**src/rtl/dtmf_pkg.sv**
```systemverilog
// Shared constants and elaboration-time helpers for the DTMF detector.
// Assumes tone frequencies are far below the clock so periods are large integers.
package dtmf_pkg;

    localparam int NUM_TONES = 4;
    localparam int IDX_W     = 2;

    typedef enum logic {
        GRP_ROW = 1'b0,
        GRP_COL = 1'b1
    } grp_e;

    // Nominal tone frequency in Hz for a group and index.
    function automatic int tone_hz(input grp_e grp, input int idx);
        int f;
        f = 0;
        if (grp == GRP_ROW) begin
            case (idx)
                0: f = 697;
                1: f = 770;
                2: f = 852;
                default: f = 941;
            endcase
        end else begin
            case (idx)
                0: f = 1209;
                1: f = 1336;
                2: f = 1477;
                default: f = 1633;
            endcase
        end
        return f;
    endfunction

    // Rounded number of clock cycles in one tone period.
    function automatic int nominal_period(input int clk_hz, input int f_hz);
        return (clk_hz + f_hz / 2) / f_hz;
    endfunction

    // Lower window bound in cycles, tolerance in tenths of a percent.
    function automatic int window_low(input int nom, input int tol_permille);
        return (nom * (1000 - tol_permille)) / 1000;
    endfunction

    // Upper window bound in cycles.
    function automatic int window_high(input int nom, input int tol_permille);
        return (nom * (1000 + tol_permille)) / 1000;
    endfunction

endpackage

```
**src/rtl/dtmf_edge_sync.sv**
```systemverilog
// Brings an asynchronous square wave into the clock domain and flags rising edges.
// Assumes STAGES >= 2; the edge flag is combinational from the last two flops.
module dtmf_edge_sync #(
    parameter int STAGES = 2
) (
    input  logic clk,
    input  logic rst_n,
    input  logic sq_in,
    output logic rise
);

    logic [STAGES:0] shreg;

    // Shift the input through the synchroniser plus one history flop.
    always_ff @(posedge clk) begin
        if (!rst_n) begin
            shreg <= '0;
        end else begin
            shreg <= {shreg[STAGES-1:0], sq_in};
        end
    end

    assign rise = shreg[STAGES-1] & ~shreg[STAGES];

endmodule

```
**src/rtl/dtmf_period_meter.sv**
```systemverilog
// Counts clock cycles between rising edges and emits one period strobe per edge pair.
// The first edge after reset, halt or silence only arms the meter. A silence strobe
// fires once when TIMEOUT_CYC-1 cycles pass without an edge; the count then saturates.
module dtmf_period_meter #(
    parameter int CNT_W       = 13,
    parameter int TIMEOUT_CYC = 7000
) (
    input  logic             clk,
    input  logic             rst_n,
    input  logic             halt,
    input  logic             rise,
    output logic [CNT_W-1:0] period,
    output logic             period_stb,
    output logic             silence_stb
);

    localparam logic [CNT_W-1:0] LIMIT    = CNT_W'(TIMEOUT_CYC);
    localparam logic [CNT_W-1:0] LIMIT_M1 = CNT_W'(TIMEOUT_CYC - 1);
    localparam logic [CNT_W-1:0] ONE      = CNT_W'(1);

    logic [CNT_W-1:0] cnt;
    logic             armed;

    // Measure edge-to-edge spacing and detect a missing signal.
    always_ff @(posedge clk) begin
        if (!rst_n || halt) begin
            cnt         <= '0;
            armed       <= 1'b0;
            period      <= '0;
            period_stb  <= 1'b0;
            silence_stb <= 1'b0;
        end else begin
            period_stb  <= 1'b0;
            silence_stb <= 1'b0;
            if (rise) begin
                if (armed) begin
                    period     <= cnt;
                    period_stb <= 1'b1;
                end
                cnt   <= ONE;
                armed <= 1'b1;
            end else begin
                if (cnt != LIMIT) begin
                    cnt <= cnt + ONE;
                end
                if (cnt == LIMIT_M1) begin
                    silence_stb <= 1'b1;
                    armed       <= 1'b0;
                end
            end
        end
    end

endmodule

```
**src/rtl/dtmf_tone_classifier.sv**
```systemverilog
// Matches measured periods against four tone windows and confirms a tone after
// CONFIRM consecutive hits in the same window. mask_top removes window 3.
// Assumes windows do not overlap, which holds for the tone plan at small tolerances.
module dtmf_tone_classifier #(
    parameter dtmf_pkg::grp_e GROUP        = dtmf_pkg::GRP_ROW,
    parameter int             CLK_HZ       = 3579545,
    parameter int             TOL_PERMILLE = 25,
    parameter int             CONFIRM      = 4,
    parameter int             CNT_W        = 13
) (
    input  logic                       clk,
    input  logic                       rst_n,
    input  logic                       halt,
    input  logic                       mask_top,
    input  logic [CNT_W-1:0]           period,
    input  logic                       period_stb,
    input  logic                       silence_stb,
    output logic                       tone_valid,
    output logic [dtmf_pkg::IDX_W-1:0] tone_idx
);

    localparam int N     = dtmf_pkg::NUM_TONES;
    localparam int IW    = dtmf_pkg::IDX_W;
    localparam int RUN_W = $clog2(CONFIRM + 1);
    localparam logic [RUN_W-1:0] RUN_MAX = RUN_W'(CONFIRM);
    localparam logic [RUN_W-1:0] RUN_ONE = RUN_W'(1);
    localparam logic [IW-1:0]    TOP_IDX = IW'(N - 1);

    logic [N-1:0]     in_win;
    logic [N-1:0]     win_ok;
    logic             hit;
    logic [IW-1:0]    hit_idx;
    logic [RUN_W-1:0] run;
    logic [RUN_W-1:0] run_next;
    logic [IW-1:0]    cand;

    // One comparator pair per tone window, bounds fixed at elaboration.
    for (genvar i = 0; i < N; i++) begin : g_win
        localparam int NOM = dtmf_pkg::nominal_period(CLK_HZ, dtmf_pkg::tone_hz(GROUP, i));
        localparam int LO  = dtmf_pkg::window_low(NOM, TOL_PERMILLE);
        localparam int HI  = dtmf_pkg::window_high(NOM, TOL_PERMILLE);
        assign in_win[i] = (int'(period) >= LO) && (int'(period) <= HI);
    end

    assign win_ok = in_win & ~{mask_top, {(N-1){1'b0}}};
    assign hit    = |win_ok;

    // Encode the matching window; windows are disjoint so at most one is set.
    always_comb begin
        hit_idx = '0;
        for (int i = 0; i < N; i++) begin
            if (win_ok[i]) begin
                hit_idx = IW'(i);
            end
        end
    end

    // Extend the run on a repeat hit in the same window, otherwise restart at one.
    always_comb begin
        if ((run != '0) && (hit_idx == cand)) begin
            run_next = (run == RUN_MAX) ? run : run + RUN_ONE;
        end else begin
            run_next = RUN_ONE;
        end
    end

    // Track consecutive hits and publish a confirmed tone.
    always_ff @(posedge clk) begin
        if (!rst_n || halt) begin
            run        <= '0;
            cand       <= '0;
            tone_valid <= 1'b0;
            tone_idx   <= '0;
        end else if (silence_stb) begin
            run        <= '0;
            tone_valid <= 1'b0;
        end else if (period_stb) begin
            if (!hit) begin
                run        <= '0;
                tone_valid <= 1'b0;
            end else begin
                run        <= run_next;
                cand       <= hit_idx;
                tone_valid <= (run_next == RUN_MAX);
                if (run_next == RUN_MAX) begin
                    tone_idx <= hit_idx;
                end
            end
        end else if (tone_valid && mask_top && (tone_idx == TOP_IDX)) begin
            tone_valid <= 1'b0;
        end
    end

endmodule

```
**src/rtl/dtmf_tone_group.sv**
```systemverilog
// One frequency group: synchroniser, period meter and window classifier in series.
// Latency from the first clock edge sampling a rising input to a valid update is 3 edges.
module dtmf_tone_group #(
    parameter dtmf_pkg::grp_e GROUP        = dtmf_pkg::GRP_ROW,
    parameter int             CLK_HZ       = 3579545,
    parameter int             TOL_PERMILLE = 25,
    parameter int             CONFIRM      = 4,
    parameter int             TIMEOUT_CYC  = 7000,
    parameter int             CNT_W        = 13
) (
    input  logic                       clk,
    input  logic                       rst_n,
    input  logic                       halt,
    input  logic                       sq_in,
    input  logic                       mask_top,
    output logic                       tone_valid,
    output logic [dtmf_pkg::IDX_W-1:0] tone_idx
);

    logic             rise;
    logic [CNT_W-1:0] period;
    logic             period_stb;
    logic             silence_stb;

    dtmf_edge_sync #(
        .STAGES (2)
    ) i_sync (
        .clk   (clk),
        .rst_n (rst_n),
        .sq_in (sq_in),
        .rise  (rise)
    );

    dtmf_period_meter #(
        .CNT_W       (CNT_W),
        .TIMEOUT_CYC (TIMEOUT_CYC)
    ) i_meter (
        .clk         (clk),
        .rst_n       (rst_n),
        .halt        (halt),
        .rise        (rise),
        .period      (period),
        .period_stb  (period_stb),
        .silence_stb (silence_stb)
    );

    dtmf_tone_classifier #(
        .GROUP        (GROUP),
        .CLK_HZ       (CLK_HZ),
        .TOL_PERMILLE (TOL_PERMILLE),
        .CONFIRM      (CONFIRM),
        .CNT_W        (CNT_W)
    ) i_class (
        .clk         (clk),
        .rst_n       (rst_n),
        .halt        (halt),
        .mask_top    (mask_top),
        .period      (period),
        .period_stb  (period_stb),
        .silence_stb (silence_stb),
        .tone_valid  (tone_valid),
        .tone_idx    (tone_idx)
    );

endmodule

```
**src/rtl/dtmf_period_detector.sv**
```systemverilog
// DTMF tone-pair detector: one row group and one column group, plus the early
// steering flag. Inputs row_sq/col_sq are limited filter outputs, asynchronous to clk.
// TIMEOUT_CYC must exceed the slowest accepted row period.
module dtmf_period_detector #(
    parameter int CLK_HZ       = 3579545,
    parameter int TOL_PERMILLE = 25,
    parameter int CONFIRM      = 4,
    parameter int TIMEOUT_CYC  = 7000
) (
    input  logic       clk,
    input  logic       rst_n,
    input  logic       row_sq,
    input  logic       col_sq,
    input  logic       inhibit_top,
    input  logic       power_down,
    output logic       row_valid,
    output logic [1:0] row_idx,
    output logic       col_valid,
    output logic [1:0] col_idx,
    output logic       early_steer
);

    localparam int CNT_W = $clog2(TIMEOUT_CYC + 1);

    dtmf_tone_group #(
        .GROUP        (dtmf_pkg::GRP_ROW),
        .CLK_HZ       (CLK_HZ),
        .TOL_PERMILLE (TOL_PERMILLE),
        .CONFIRM      (CONFIRM),
        .TIMEOUT_CYC  (TIMEOUT_CYC),
        .CNT_W        (CNT_W)
    ) i_row (
        .clk        (clk),
        .rst_n      (rst_n),
        .halt       (power_down),
        .sq_in      (row_sq),
        .mask_top   (1'b0),
        .tone_valid (row_valid),
        .tone_idx   (row_idx)
    );

    dtmf_tone_group #(
        .GROUP        (dtmf_pkg::GRP_COL),
        .CLK_HZ       (CLK_HZ),
        .TOL_PERMILLE (TOL_PERMILLE),
        .CONFIRM      (CONFIRM),
        .TIMEOUT_CYC  (TIMEOUT_CYC),
        .CNT_W        (CNT_W)
    ) i_col (
        .clk        (clk),
        .rst_n      (rst_n),
        .halt       (power_down),
        .sq_in      (col_sq),
        .mask_top   (inhibit_top),
        .tone_valid (col_valid),
        .tone_idx   (col_idx)
    );

    assign early_steer = row_valid & col_valid;

endmodule

```
**config.mk**
```make
export PLATFORM = sky130hd
export DESIGN_NAME = dtmf_period_detector
export DESIGN_NICKNAME = d
export VERILOG_FILES = /design/src/rtl/dtmf_pkg.sv /design/src/rtl/dtmf_edge_sync.sv /design/src/rtl/dtmf_period_meter.sv /design/src/rtl/dtmf_tone_classifier.sv /design/src/rtl/dtmf_tone_group.sv /design/src/rtl/dtmf_period_detector.sv
export SDC_FILE = /design/constraint.sdc
export NUM_CORES = 1
export LEC_CHECK = 0
export ABC_CLOCK_PERIOD_IN_PS = 2900
export CORE_MARGIN = 3
export CORE_UTILIZATION = 57
export CTS_CLUSTER_DIAMETER = 120
export DETAILED_ROUTE_END_ITERATION = 6
export PLACE_DENSITY = 0.75
export SLEW_MARGIN = 20
export SYNTH_ARGS = -nofsm -noshare
export SYNTH_HDL_FRONTEND = slang
export SYNTH_HIERARCHICAL = 1
export SYNTH_SLANG_ARGS = --single-unit
```
**constraint.sdc**
```tcl
create_clock -name clk -period 2.9 [get_ports clk]
set_input_delay 0.725 -clock clk [delete_from_list [all_inputs] [get_ports clk]]
set_output_delay 0.725 -clock clk [all_outputs]
set_load 0.005 [all_outputs]
```
Word level (Yosys, flattened, before mapping)
Cells that the tools add are included.
{"block": "word_totals", "reg_bits": 80, "elab_cells": 127, "input_bits": 6}
{"block": "op_classes", "bitwise": 11, "n_lt_le_gt_ge": 16, "eq_ne": 11, "n_reduce_logical": 35, "muxes": 28, "add_sub_neg": 4}
{"operator": "$ge 13x12->1 const B", "n": 6}
{"operator": "$le 13x12->1 const B", "n": 5}
{"operator": "$le 13x13->1 const B", "n": 3}
{"operator": "$add 13x1->13 const B", "n": 2}
{"operator": "$eq 13x13->1 const B", "n": 2}
{"operator": "$ge 13x13->1 const B", "n": 2}
{"operator": "$ne 13x13->1 const B", "n": 2}
{"operator": "$mux 1", "n": 18}
{"operator": "$mux 3", "n": 6}
{"operator": "$eq 3x3->1 const B", "n": 4}
{"operator": "$logic_and 1x1->1", "n": 12}
{"operator": "$reduce_or 2->1", "n": 6}
{"operator": "$reduce_bool 2->1", "n": 5}
{"operator": "$mux 2", "n": 4}
{"operator": "$reduce_and 4->1", "n": 2}
{"operator": "$reduce_or 4->1", "n": 2}
{"operator": "$add 3x1->3 const B", "n": 2}
{"operator": "$not 1->1", "n": 6}
{"operator": "$reduce_and 3->1", "n": 2}
{"operator": "$reduce_bool 3->1", "n": 2}
{"operator": "$and 4x4->4", "n": 1}
{"operator": "$eq 2x2->1", "n": 2}
{"operator": "$not 4->4", "n": 1}
{"operator": "$reduce_and 2->1", "n": 2}
{"operator": "4 further kinds", "n": 6}

Depth between registers and ports, before layout
{"block": "logic_depth", "ltp_word": 12, "depth_mapped": 8, "depth_no_buf": 7}

Cells and area by module
Netlist, hierarchy kept.
{"mod": "dtmf_period_meter", "instances": 2, "area_per_inst_um2": 1193.6, "cells_each": 142}
{"mod": "dtmf_tone_classifier (i_col.i_class)", "instances": 1, "area_per_inst_um2": 878.3, "cells_each": 111}
{"mod": "dtmf_tone_classifier (i_row.i_class)", "instances": 1, "area_per_inst_um2": 772.0, "cells_each": 94}
{"mod": "dtmf_edge_sync", "instances": 2, "area_per_inst_um2": 92.6, "cells_each": 7}
{"mod": "dtmf_period_detector", "instances": 1, "area_per_inst_um2": 10.0, "cells_each": 2}

Least setup slack after synthesis
OpenSTA, ideal clock, no wires.
{"block": "synth_timing", "path_kind": "in2reg", "startpoint": "in inhibit_top", "endpoint": "reg i_col/i_class/tone_idx[1] in the netlist's numbering", "path_slack_ns": 0.712, "stages": 6, "n_path_buf": 0, "arrival_time_ns": 2.062, "setup_ns": 0.126, "path_cell_list": "or3_1 -> nor4_1 -> a211oi_1 -> o32ai_4 -> o2111ai_2 -> mux2i_1"}
{"block": "synth_between", "elab_chain_cells": 8, "elab_cells_between_ends": 9, "classes_between": "eq/ne: 2; mux: 2; bitwise: 2; reduce/logical: 3"}
{"element": "from (decl)", "line_no": "dtmf_period_detector.sv:14", "text": "input logic inhibit_top,"}
{"element": "$not 4->4 *", "line_no": "dtmf_tone_classifier.sv:45", "text": "assign win_ok = in_win & ~{mask_top, {(N-1){1'b0}}};"}
{"element": "$and 4x4->4 *", "line_no": "dtmf_tone_classifier.sv:45"}
{"element": "$mux 2", "line_no": "dtmf_tone_classifier.sv:52", "text": "if (win_ok[i]) begin"}
{"element": "$eq 2x2->1", "line_no": "dtmf_tone_classifier.sv:60", "text": "if ((run != '0) && (hit_idx == cand)) begin"}
{"element": "$logic_and 1x1->1", "line_no": "dtmf_tone_classifier.sv:60"}
{"element": "$mux 3", "line_no": "dtmf_tone_classifier.sv:60"}
{"element": "$eq 3x3->1", "line_no": "dtmf_tone_classifier.sv:85", "text": "if (run_next == RUN_MAX) begin"}
{"element": "$reduce_and 4->1 (no line)"}
{"element": "to (signal assigned)", "line_no": "dtmf_tone_classifier.sv:86", "text": "tone_idx <= hit_idx;"}
{"element": "to (decl)", "line_no": "dtmf_tone_classifier.sv:19", "text": "output logic [dtmf_pkg::IDX_W-1:0] tone_idx"}
Mark *: on every way between the ends. The rest lies on a longest branch, timed or not.
A chain may end at the register's enable or synchronous reset.

Final worst setup path
Ends and elaborated chain as after synthesis.

==> flow_summary.yaml <==
min_path:
  worstHoldPathType: "reg -> reg"
power_and_ir_drop:
  ir_drop_mv: 0.255
  p_sw_share_pct: 20.0
  seqPwrFrac_pct: 51.5
  power.leakage_nw: 1.49
  clkPwrFrac_pct: 45.8
  p_sw_w: 0.000432
  power_density_nw_per_um2: 458
  power.internal_w: 0.00172
  combinationalPowerShare_pct: 2.7
timing:
  worstMarginPinSlew_ps: 642
  period_needed_ps: 2610
  drv_slew: 0
  rsz0062_at_grt: "false"
  final.period_utilization_pct: 90.0
  hold_viol: 0
  setup_viol: 0
  max_slew_margin_pct: 56.8
  whs_ps: 441
  tns_ps: 0
  fin_worst_skew_ps: 7.90
  clock.fmax_ghz: 0.383
placement:
  hpwlAfterDp_um: 6400
  port_buffers: 12
  gp_congestion: 0.900
  dpl.cell_count: 606
floorplan:
  start_util_pct: 60.6
  die_x_um: 92.2
  dieArea_um2: 8500
  ios: 13
  row_count: 30
  core-area_um2: 6980
  die_h_um: 92.2
cells_and_area:
  final_cells: 622
  syn2layout_area_growth_pct: 11.1
  drive_gt1_share_pct: 11.2
  fillCellCount: 608
  diodes: 0
  final_net_count: 535
cts:
  cts_sinks: 80
  clk_pin_slew_ps: 80
  cts_tree: "built"
  cts_buffers: 9
  post-cts-setup-buffers: 0
  cts_resized: 0
  clock_path_buffers: 2
  htreeDepth: 3
  clock_latency_ps: 340
  ctsRootBufferMaster: "clkbuf_8"
  cts_hold_buffers: 0
logic_synthesis:
  async_flop_share_pct: 0
  synth_most_common_cell: "nand2_1"
  synth-edff-count: 0
  syn_area_um2: 4230
  yosysSeqAreaShare_pct: 37.8
  yosysUniqueCellTypes: 71
  yosysTopAreaCell: "dfxtp_1"
  ys.flop_type: "dfxtp_1"
  ys_ff_latch: 80
  syn_avg_cell_area_um2: 8.38
  synth_cells: 505
  yosysWarnings: 6
  synthTopCellsByArea: "dfxtp_1, nand2_1, a21oi_1"
  synth_commonest_cells: "nand2_1, dfxtp_1, a21oi_1, nor2_1, inv_1"
  synth_top_area_share_pct: 37.8
detailed_routing:
  viasPerCell: 5.74
  drc: 0
  ant_nets: 0
  drt_wl_total_um: 8830
  drtIter0Drc: 203
  dr.pass1.iters: 5
  vias: 3573
  wl_per_cell_um: 14.2
run_status:
  status: "finished clean"
critical_path:
  slowest_stage: "clkdlybuf4s50_1"
  cp_slowest_stage_delay_ps: 470
  cp_cell_sequence: "clkdlybuf4s50_1, or3_1, nor4_1, a211oi_1, o32ai_4, o2111ai_2, mux2i_1"
  path_class: "in -> reg"
  cp-start-kind: "primary input"
  end_kind: "flop"
  crit_path_max_fanout: 5
  worstPathArrival_ps: 2830
  worstPathRequired_ps: 3120
global_route:
  antenna_found_initial: 0
  grt_max_degree: 18
  track_usage_pct: 21.7
  grt.overflow.total: 0
  first_global_vias: 3437
  grt_pass1_wl_um: 15300
job:
  drv_cap: 0
[power groups by stage]
stage,Sequential [W],Combinational [W],Clock [W]
2_1_floorplan,0.00113,0.0000371,0
3_3_place_gp,0.00113,0.0000566,0
3_5_place_dp,0.00114,0.0000577,0
4_1_cts,0.00111,0.0000588,0.00101
5_1_grt,0.00111,0.0000654,0.00106
6_report,0.00111,0.0000587,0.000987
[flip-flops by register name, indices dropped and copies added (netlist names), 2 cells and up]
name / flops
i_col/i_class/run: 3
i_col/i_class/cand: 2
i_col/i_meter/period: 13
i_col/i_meter/cnt: 13
i_row/i_sync/shreg: 3
i_col/i_sync/shreg: 3
i_row/i_class/cand: 2
i_col/i_class/tone_idx: 2
i_row/i_class/run: 3
i_row/i_meter/period: 13
i_row/i_class/tone_idx: 2
i_row/i_meter/cnt: 13
[logic make-up (layout without fill, tap and decap cells)]
group                      Yosys count  after routing  share of synthesized area [%]
and+or+nand+nor                    249            249                           32.3
AOI/OAI and AO/OA                  100            100                           17.4
DFF                                 80             80                           37.8
buffers and inverters               36             56                           3.25
xor gates and xnor gates            21             21                           4.35
muxes                               10             10                           2.39
adders and majority gates            8              8                           2.36
other                                1              2                         0.0886
[per-stage QoR]
stage | cell area [um2] | utilization [%] | setup WS [ps] | total power [W]
after floorplan | 4240 | - | 712 | 0.00117
after global placement | 4460 | 63.9 | 144 | 0.00119
after detailed placement | 4460 | 63.9 | 53.6 | 0.00119
after CTS | 4700 | 67.4 | 303 | 0.00218
after global routing | 4700 | 67.4 | 190 | 0.00224
final | 4700 | 67.4 | 289 | 0.00215
[worst paths after layout]
path	from	end	slack, ps	depth (start not counted)
max	inhibit_top	i_col/i_class/tone_idx[1]	290	7
min	i_col/i_sync/shreg[0]	i_col/i_sync/shreg[1]	440	1
max reg2reg	i_row/i_meter/period[7]	i_row/i_class/tone_idx[1]	540	6
min reg2reg	i_col/i_sync/shreg[0]	i_col/i_sync/shreg[1]	440	1
[routing by layer]
metal  vias up  track usage (%)  share of wire, %
met5         -                0                 0
met4         0             7.55               1.3
met1      1685             29.5                50
met3        10             3.20               2.8
li1       1823                -                 -
met2        55             35.0                46
[cells in the final DEF (no fill, tap or decap), types with 5 or more instances in the layout]
cell             instances
o211ai_1                 5
inv_1                   22
nor2_1                  41
clkdlybuf4s50_1         12
nand3b_1                 5
a21oi_1                 44
xor2_1                  10
and2_1                  11
clkbuf_8                10
ha_1                     8
nand2_1                 84
nand4_1                 10
xnor2_1                 11
mux2i_1                  9
o21ai_0                 13
or4_1                    8
nand2b_1                 8
nor3_1                   9
dfxtp_1                 80
nor4_1                   6
nand3_1                 17
nand4bb_1                5
[area by class of cell]
cell class              instances  area (um2)  area share, %
clock buffers                  11         141           3.01
well taps                      96         120           2.55
multi-input cells             390        2500           53.1
inverters                      24        90.1           1.91
clock inverters                 5         104           2.21
repair buffers                 16         150           3.19
flip-flops and latches         80        1600           34.0
[critical path, delay by kind of cell]
kind / cells / cell delay, ps
AND/OR/NAND/NOR: 2 / 690
buffers and inverters: 1 / 470
AO/OA/AOI/OAI: 3 / 800
multiplexers: 1 / 160
Power figures use the tool's default switching activity.
